$ cat config.mk
export PLATFORM = sky130hd
export DESIGN_NAME = panel_pwr_seq
export DESIGN_NICKNAME = d
export VERILOG_FILES = /design/src/rtl/panel_pwr_seq.sv
export SDC_FILE = /design/constraint.sdc
export NUM_CORES = 1
export LEC_CHECK = 0
export BUFFER_PORTS_ARGS = -buffer_cell sky130_fd_sc_hd__buf_2
export CAP_MARGIN = 20
export CORE_UTILIZATION = 50
export DETAILED_ROUTE_END_ITERATION = 7
export GPL_TIMING_DRIVEN = 1
export PLACE_DENSITY_LB_ADDON = 0.05
export SKIP_CTS_REPAIR_TIMING = 1
export SLEW_MARGIN = 20
export SYNTH_ARGS = -nofsm -noshare
export SYNTH_HDL_FRONTEND = slang
export SYNTH_SLANG_ARGS = --single-unit
$ cat constraint.sdc
create_clock -name clk -period 2.2 [get_ports clk]
set_input_delay 0.11 -clock clk [delete_from_list [all_inputs] [get_ports clk]]
set_output_delay 0.11 -clock clk [all_outputs]
set_load 0.05 [all_outputs]
$ cat src/rtl/panel_pwr_seq.sv
module panel_pwr_seq #(
  parameter int CLK_HZ = 50_000_000
) (
  input  logic        clk,
  input  logic        rst_n,
  input  logic        req_valid,
  input  logic [1:0]  req_state,
  output logic        busy,
  output logic        done,
  output logic        err,
  output logic [1:0]  cur_state,
  output logic        wr_valid,
  output logic [7:0]  wr_cmd,
  output logic [1:0]  wr_len,
  output logic [15:0] wr_data,
  input  logic        wr_done,
  input  logic        wr_err
);

  localparam int WAIT_CYC = (CLK_HZ / 1000 < 1) ? 1 : CLK_HZ / 1000;
  localparam int WW = $clog2(WAIT_CYC + 1);

  localparam logic [1:0] ST_OFF = 2'd0, ST_SLP = 2'd1, ST_FULL = 2'd2, ST_QTR = 2'd3;
  localparam logic [1:0] LEG_UP = 2'd0, LEG_DOWN = 2'd1, LEG_PWROFF = 2'd2, LEG_WAKE = 2'd3;
  localparam logic [5:0] AT_UP = 6'd0, AT_DOWN = 6'd4, AT_PWROFF = 6'd7, AT_WAKE = 6'd8;

  typedef enum logic [2:0] {PH_IDLE, PH_PLAN, PH_ISSUE, PH_PAUSE, PH_STEP} ph_t;

  function automatic logic [27:0] mk(input logic wt, input logic lst, input logic [1:0] ln,
                                     input logic [7:0] c, input logic [15:0] d);
    return {wt, lst, ln, c, d};
  endfunction

  // {pause_after, last_of_leg, len, cmd, data}
  function automatic logic [27:0] step_word(input logic [5:0] i, input logic q);
    logic [27:0] w;
    case (i)
      6'd0:  w = mk(1'b1, 1'b0, 2'd0, 8'h00, 16'h0000);
      6'd1:  w = mk(1'b1, 1'b0, 2'd0, 8'h00, 16'h0000);
      6'd2:  w = mk(1'b1, 1'b0, 2'd0, 8'h00, 16'h0000);
      6'd3:  w = mk(1'b0, 1'b1, 2'd1, 8'hB0, 16'h0017);
      6'd4:  w = mk(1'b0, 1'b0, 2'd0, 8'h28, 16'h0000);
      6'd5:  w = mk(1'b0, 1'b0, 2'd2, 8'hB8, 16'h8002);
      6'd6:  w = mk(1'b0, 1'b1, 2'd0, 8'h10, 16'h0000);
      6'd7:  w = mk(1'b0, 1'b1, 2'd1, 8'hB0, 16'h0000);
      6'd8:  w = mk(1'b0, 1'b0, 2'd1, 8'hBC, q ? 16'h0081 : 16'h0080);
      6'd9:  w = mk(1'b0, 1'b0, 2'd1, 8'h3B, q ? 16'h0022 : 16'h0000);
      6'd10: w = mk(1'b0, 1'b0, 2'd1, 8'hB0, 16'h0016);
      6'd11: w = mk(1'b0, 1'b0, 2'd2, 8'hB8, 16'hFFF9);
      6'd12: w = mk(1'b0, 1'b0, 2'd0, 8'h11, 16'h0000);
      6'd13: w = mk(1'b0, 1'b0, 2'd1, 8'hBA, 16'h0001);
      6'd14: w = mk(1'b0, 1'b0, 2'd1, 8'hBB, 16'h0000);
      6'd15: w = mk(1'b0, 1'b0, 2'd1, 8'h3A, 16'h0060);
      6'd16: w = mk(1'b0, 1'b0, 2'd1, 8'hBF, 16'h0010);
      6'd17: w = mk(1'b0, 1'b0, 2'd1, 8'hB1, 16'h0056);
      6'd18: w = mk(1'b0, 1'b0, 2'd1, 8'hB2, 16'h0033);
      6'd19: w = mk(1'b0, 1'b0, 2'd1, 8'hB3, 16'h0011);
      6'd20: w = mk(1'b0, 1'b0, 2'd1, 8'hB4, 16'h0002);
      6'd21: w = mk(1'b0, 1'b0, 2'd1, 8'hB5, 16'h002B);
      6'd22: w = mk(1'b0, 1'b0, 2'd1, 8'hB6, 16'h0040);
      6'd23: w = mk(1'b0, 1'b0, 2'd1, 8'hB7, 16'h0003);
      6'd24: w = mk(1'b0, 1'b0, 2'd1, 8'hB9, 16'h0004);
      6'd25: w = mk(1'b0, 1'b0, 2'd1, 8'hBD, 16'h0004);
      6'd26: w = mk(1'b0, 1'b0, 2'd1, 8'hBE, 16'h0000);
      6'd27: w = mk(1'b0, 1'b0, 2'd1, 8'hC0, 16'h0011);
      6'd28: w = mk(1'b0, 1'b0, 2'd1, 8'hC1, 16'h0011);
      6'd29: w = mk(1'b0, 1'b0, 2'd1, 8'hC2, 16'h0011);
      6'd30: w = mk(1'b0, 1'b0, 2'd2, 8'hC3, 16'h2040);
      6'd31: w = mk(1'b0, 1'b0, 2'd2, 8'hC4, 16'h60C0);
      6'd32: w = mk(1'b0, 1'b0, 2'd2, 8'hC5, 16'h1020);
      6'd33: w = mk(1'b0, 1'b0, 2'd2, 8'hC6, 16'h60C0);
      6'd34: w = mk(1'b0, 1'b0, 2'd2, 8'hC7, 16'h5533);
      6'd35: w = mk(1'b0, 1'b0, 2'd1, 8'hC8, 16'h0000);
      6'd36: w = mk(1'b0, 1'b0, 2'd1, 8'hC9, 16'h0000);
      6'd37: w = mk(1'b0, 1'b0, 2'd1, 8'hCA, 16'h0000);
      6'd38: w = q ? mk(1'b0, 1'b0, 2'd2, 8'hED, 16'h00FF) : mk(1'b0, 1'b0, 2'd2, 8'hEC, 16'h01F0);
      6'd39: w = q ? mk(1'b0, 1'b0, 2'd1, 8'hD6, 16'h0002) : mk(1'b0, 1'b0, 2'd1, 8'hCF, 16'h0002);
      6'd40: w = q ? mk(1'b0, 1'b0, 2'd2, 8'hD7, 16'h0804) : mk(1'b0, 1'b0, 2'd2, 8'hD0, 16'h0804);
      6'd41: w = q ? mk(1'b0, 1'b0, 2'd1, 8'hD8, 16'h0001) : mk(1'b0, 1'b0, 2'd1, 8'hD1, 16'h0001);
      6'd42: w = q ? mk(1'b0, 1'b0, 2'd2, 8'hD9, 16'h0008) : mk(1'b0, 1'b0, 2'd2, 8'hD2, 16'h0000);
      6'd43: w = q ? mk(1'b0, 1'b0, 2'd2, 8'hDE, 16'h050A) : mk(1'b0, 1'b0, 2'd2, 8'hD3, 16'h0D0E);
      6'd44: w = q ? mk(1'b0, 1'b0, 2'd2, 8'hDF, 16'h0A19) : mk(1'b0, 1'b0, 2'd2, 8'hD4, 16'h11A4);
      6'd45: w = q ? mk(1'b0, 1'b1, 2'd1, 8'hE0, 16'h000A) : mk(1'b0, 1'b1, 2'd1, 8'hD5, 16'h000E);
      default: w = '0;
    endcase
    return w;
  endfunction

  ph_t         ph;
  logic [5:0]  idx;
  logic [1:0]  leg, vst, tgt, cur_q;
  logic        via_off, done_q, err_q;
  logic [WW-1:0] wcnt;
  logic [27:0] ent;

  assign ent       = step_word(idx, tgt == ST_QTR);
  assign wr_valid  = (ph == PH_ISSUE);
  assign wr_len    = ent[25:24];
  assign wr_cmd    = ent[23:16];
  assign wr_data   = ent[15:0];
  assign busy      = (ph != PH_IDLE);
  assign done      = done_q;
  assign err       = err_q;
  assign cur_state = cur_q;

  always_ff @(posedge clk) begin
    if (!rst_n) begin
      ph <= PH_IDLE; idx <= '0; leg <= LEG_UP; vst <= ST_OFF; tgt <= ST_OFF;
      cur_q <= ST_OFF; via_off <= 1'b0; done_q <= 1'b0; err_q <= 1'b0; wcnt <= '0;
    end else begin
      done_q <= 1'b0;
      case (ph)
        PH_IDLE: if (req_valid) begin
          tgt     <= req_state;
          vst     <= cur_q;
          via_off <= cur_q[1] & req_state[1] & (cur_q != req_state);
          ph      <= PH_PLAN;
        end
        PH_PLAN: begin
          if (vst == tgt) begin
            done_q <= 1'b1; err_q <= 1'b0; cur_q <= tgt; ph <= PH_IDLE;
          end else begin
            ph <= PH_ISSUE;
            case (vst)
              ST_OFF: begin leg <= LEG_UP; idx <= AT_UP; end
              ST_SLP: if (tgt == ST_OFF || via_off) begin
                leg <= LEG_PWROFF; idx <= AT_PWROFF; via_off <= 1'b0;
              end else begin
                leg <= LEG_WAKE; idx <= AT_WAKE;
              end
              default: begin leg <= LEG_DOWN; idx <= AT_DOWN; end
            endcase
          end
        end
        PH_ISSUE: begin
          if (wr_err) begin
            done_q <= 1'b1; err_q <= 1'b1; ph <= PH_IDLE;
          end else if (wr_done) begin
            wcnt <= '0;
            ph   <= ent[27] ? PH_PAUSE : PH_STEP;
          end
        end
        PH_PAUSE: begin
          if (wcnt == WW'(WAIT_CYC - 1)) ph <= PH_STEP;
          else wcnt <= wcnt + 1'b1;
        end
        PH_STEP: begin
          if (ent[26]) begin
            case (leg)
              LEG_UP, LEG_DOWN: vst <= ST_SLP;
              LEG_PWROFF:       vst <= ST_OFF;
              default:          vst <= tgt;
            endcase
            ph <= PH_PLAN;
          end else begin
            idx <= idx + 1'b1;
            ph  <= PH_ISSUE;
          end
        end
        default: ph <= PH_IDLE;
      endcase
    end
  end

endmodule

==> flow_summary.toml <==
[setup_path]
r2r-end = "wcnt[15]"
path_class = "reg -> out"
reg2reg_slack_ns = 0.18
startpoint_type = "flop"
endpoint_kind = "output port"
rr_startpoint = "ph[0]"
ff2ff_path_depth = 5
path_max_fanout = 4
crit_arrival_ns = 2.37
critPathRequiredTime_ns = 2.09

[floorplan]
start_util_pct = 52.4
die_w_microns = 84.0
ios = 39
die_area_sq_um = 7060
die_h_microns = 84.0
coreArea_sq_um = 6420
num_rows = 29

[route]
ant_nets = 0
vias = 4170
firstDrtPassIters = 8
vias_per_cell = 6.47
wirelength_microns = 11900
wire_per_inst_microns = 18.5
remaining_drc_errors = 8
drtIter0Drc = 385

[cells_and_area]
final_common_cell = "buf_4"
finalCoreUtilization_pct = 73.2
layout-drive-gt1-share_pct = 35.0
finalInstanceArea_sq_um = 4700
fin_cells = 645
layout_common_cells = "buf_4, nand2_1, a21oi_1"
fin_nets = 581
syn_to_final_growth_pct = 39.8
diodes = 0
num-fill-cells = 501

[logic_synthesis]
avgSynthCellArea_sq_um = 6.91
synth_enable_flop_cells = 0
synthSimpleGateAreaFrac_pct = 37.2
yosysSeqAreaShare_pct = 21.4
yosysUniqueCellTypes = 70
synth_seq_cells = 36
async_reset_ff_share_pct = 0
synth_flop_cell = "dfxtp_1"
synth_fa_ha_area_share_pct = 2.23
yosys-mux-area-fraction_pct = 2.42
synth_fp_nets = 500
synth_top_family_by_area = "simple AND/OR/NAND/NOR gates"
synthXorXnorAreaFrac_pct = 2.34
synth_area_sq_um = 3360
synth_compound_area_share_pct = 27.7
ys_warn_count = 0
synth_cells = 487

[hold_path]
hold_path_startpoint = "req_state[1]"
holdPathEnd = "tgt[1]"
min_path_type = "in -> reg"
hold_path_depth = 3

[global_routing]
grt_usage_pct = 32.7
grt_max_degree = 47
antenna_found_initial = 0
grt_pass1_vias = 3682
grt_pass1_wl_microns = 18500
grt-ovfl-total = 0

[pwr]
p_int_mw = 1.67
clkPwrFrac_pct = 15.1
p_sw_share_pct = 42.5
power.leakage_nw = 1.87
ir_drop_v = 0.000655
power_density_nw_per_um2 = 617
share_comb_of_total_power_pct = 57.3
p_sw_mw = 1.23
pwr-share-seq_pct = 27.6

[sta]
worst_pin_slew_ns = 0.539
fin_crit_sh_pct = 113
drv_slew = 0
min_period_ns = 2.48
whs_ns = 0.0829
hold_viol = 0
clock_skew_ns = 0.00748
setup_slack_ns = -0.277
rsz0062_at_grt = "yes"
relSlewSlack_pct = 63.2
setup_viol = 17
fmax_ghz = 0.404

[clock_network]
cts_made_buffers = 5
root_buffer = "clkbuf_8"
cts.sinks = 36
h-tree-depth = 2
cts_tree = "done"
clk_path_buf_depth = 2
path_clk_slew_ns = 0.07
clk-insertion-delay-late_ns = 0.29

[placement]
place_ws_ns = -0.0601
port_buffers = 38
dpl_cell_area_sq_um = 4050
finalWeightedCongestion = 0.964
placed_cells = 624
dp_hpwl_microns = 8610

[outcome]
violations = "DRC, setup timing"
run_status = "finished with violations"

[flow_run]
max_cap_violations = 0
==> power groups by stage <==
stage / sequential (mW) / clock [mW] / combinational, mW
5_1_grt: 0.811 / 0.473 / 1.77
3_3_place_gp: 0.800 / 0 / 1.26
6_report: 0.799 / 0.439 / 1.66
4_1_cts: 0.790 / 0.449 / 1.28
2_1_floorplan: 0.809 / 0 / 0.875
3_5_place_dp: 0.805 / 0 / 1.27
==> final cells by class <==
class / count / area [sq um] / share of cell area, %
well taps: 77 / 96.3 / 2.05
multi-input cells: 400 / 2770 / 58.9
inverters: 11 / 47.5 / 1.01
clock inverters: 1 / 5.00 / 0.106
flip-flops and latches: 36 / 729 / 15.5
clock buffers: 6 / 72.6 / 1.54
repair buffers: 114 / 982 / 20.9
==> critical path: stages (launching register included) <==
cell	delay (ns)
dfxtp_4	0.39
clkinvlp_4	0.14
ha_4	0.21
buf_6	0.13
nor3_4	0.17
nor2_1	0.09
o211ai_1	0.22
nand2_1	0.08
or4_4	0.48
buf_8	0.16
==> layer usage <==
metal | wire length [microns] | up-vias | GRT usage [%]
met5 | 0 | - | 0
met4 | 704 | 0 | 19.6
met3 | 863 | 59 | 3.96
met2 | 5680 | 239 | 53.1
met1 | 4690 | 1919 | 41.4
li1 | - | 1953 | -
==> synthesized netlist by cell type (4+ instances only) <==
| master | number | area share (%) |
|---|---|---|
| a21o_1 | 4 | 0.89 |
| a21oi_1 | 51 | 7.6 |
| a31oi_1 | 6 | 1.1 |
| buf_1 | 7 | 0.78 |
| buf_2 | 15 | 2.2 |
| clkbuf_1 | 16 | 1.8 |
| dfxtp_1 | 36 | 21 |
| ha_1 | 6 | 2.2 |
| inv_1 | 11 | 1.2 |
| mux2i_1 | 7 | 2.1 |
| nand2_1 | 61 | 6.8 |
| nand2b_1 | 13 | 2.4 |
| nand3_1 | 17 | 2.5 |
| nand4_1 | 12 | 2.2 |
| nor2_1 | 42 | 4.7 |
| nor2b_1 | 13 | 2.4 |
| nor3_1 | 19 | 2.8 |
| nor3b_1 | 5 | 1.1 |
| nor4_1 | 4 | 0.74 |
| o211ai_1 | 9 | 2.0 |
| o21ai_0 | 28 | 4.2 |
| or2_2 | 4 | 0.74 |
| or3_1 | 10 | 1.9 |
| or4_1 | 7 | 1.6 |
| xnor2_1 | 4 | 1.0 |
| xor2_1 | 5 | 1.3 |
==> worst max-delay path by stage <==
stage	slack, ns	startpoint	depth (start not counted)	end
floorplan	-0.34	idx[1]	8	wr_cmd[7]
global placement	0.01	idx[0]	8	wr_cmd[4]
detailed placement	-0.06	idx[0]	8	wr_cmd[4]
CTS	-0.38	idx[0]	8	wr_cmd[4]
global route	-0.41	idx[0]	9	wr_cmd[4]
finish	-0.28	idx[0]	9	wr_cmd[4]
==> cells by family after synthesis <==
group	after synthesis
xor+xnor	9
flops	36
compound gates	144
buf+inv	51
fa+ha+maj	6
simple gates	233
mux	8
==> state kept, by name (all words and copies together) (netlist names) <==
| name | count |
|---|---|
| cur_state | 2 |
| done | 1 |
| err | 1 |
| idx | 6 |
| leg | 2 |
| ph | 3 |
| tgt | 2 |
| via_off | 1 |
| vst | 2 |
| wcnt | 16 |
==> through the flow <==
stage               power, mW  TNS, ns
floorplan                1.68   -0.628
global placement         2.06        0
CTS                      2.51    -4.07
detailed placement       2.08   -0.100
global route             3.06    -3.64
finish                   2.90    -2.27
(Power assumes the default switching activity.)
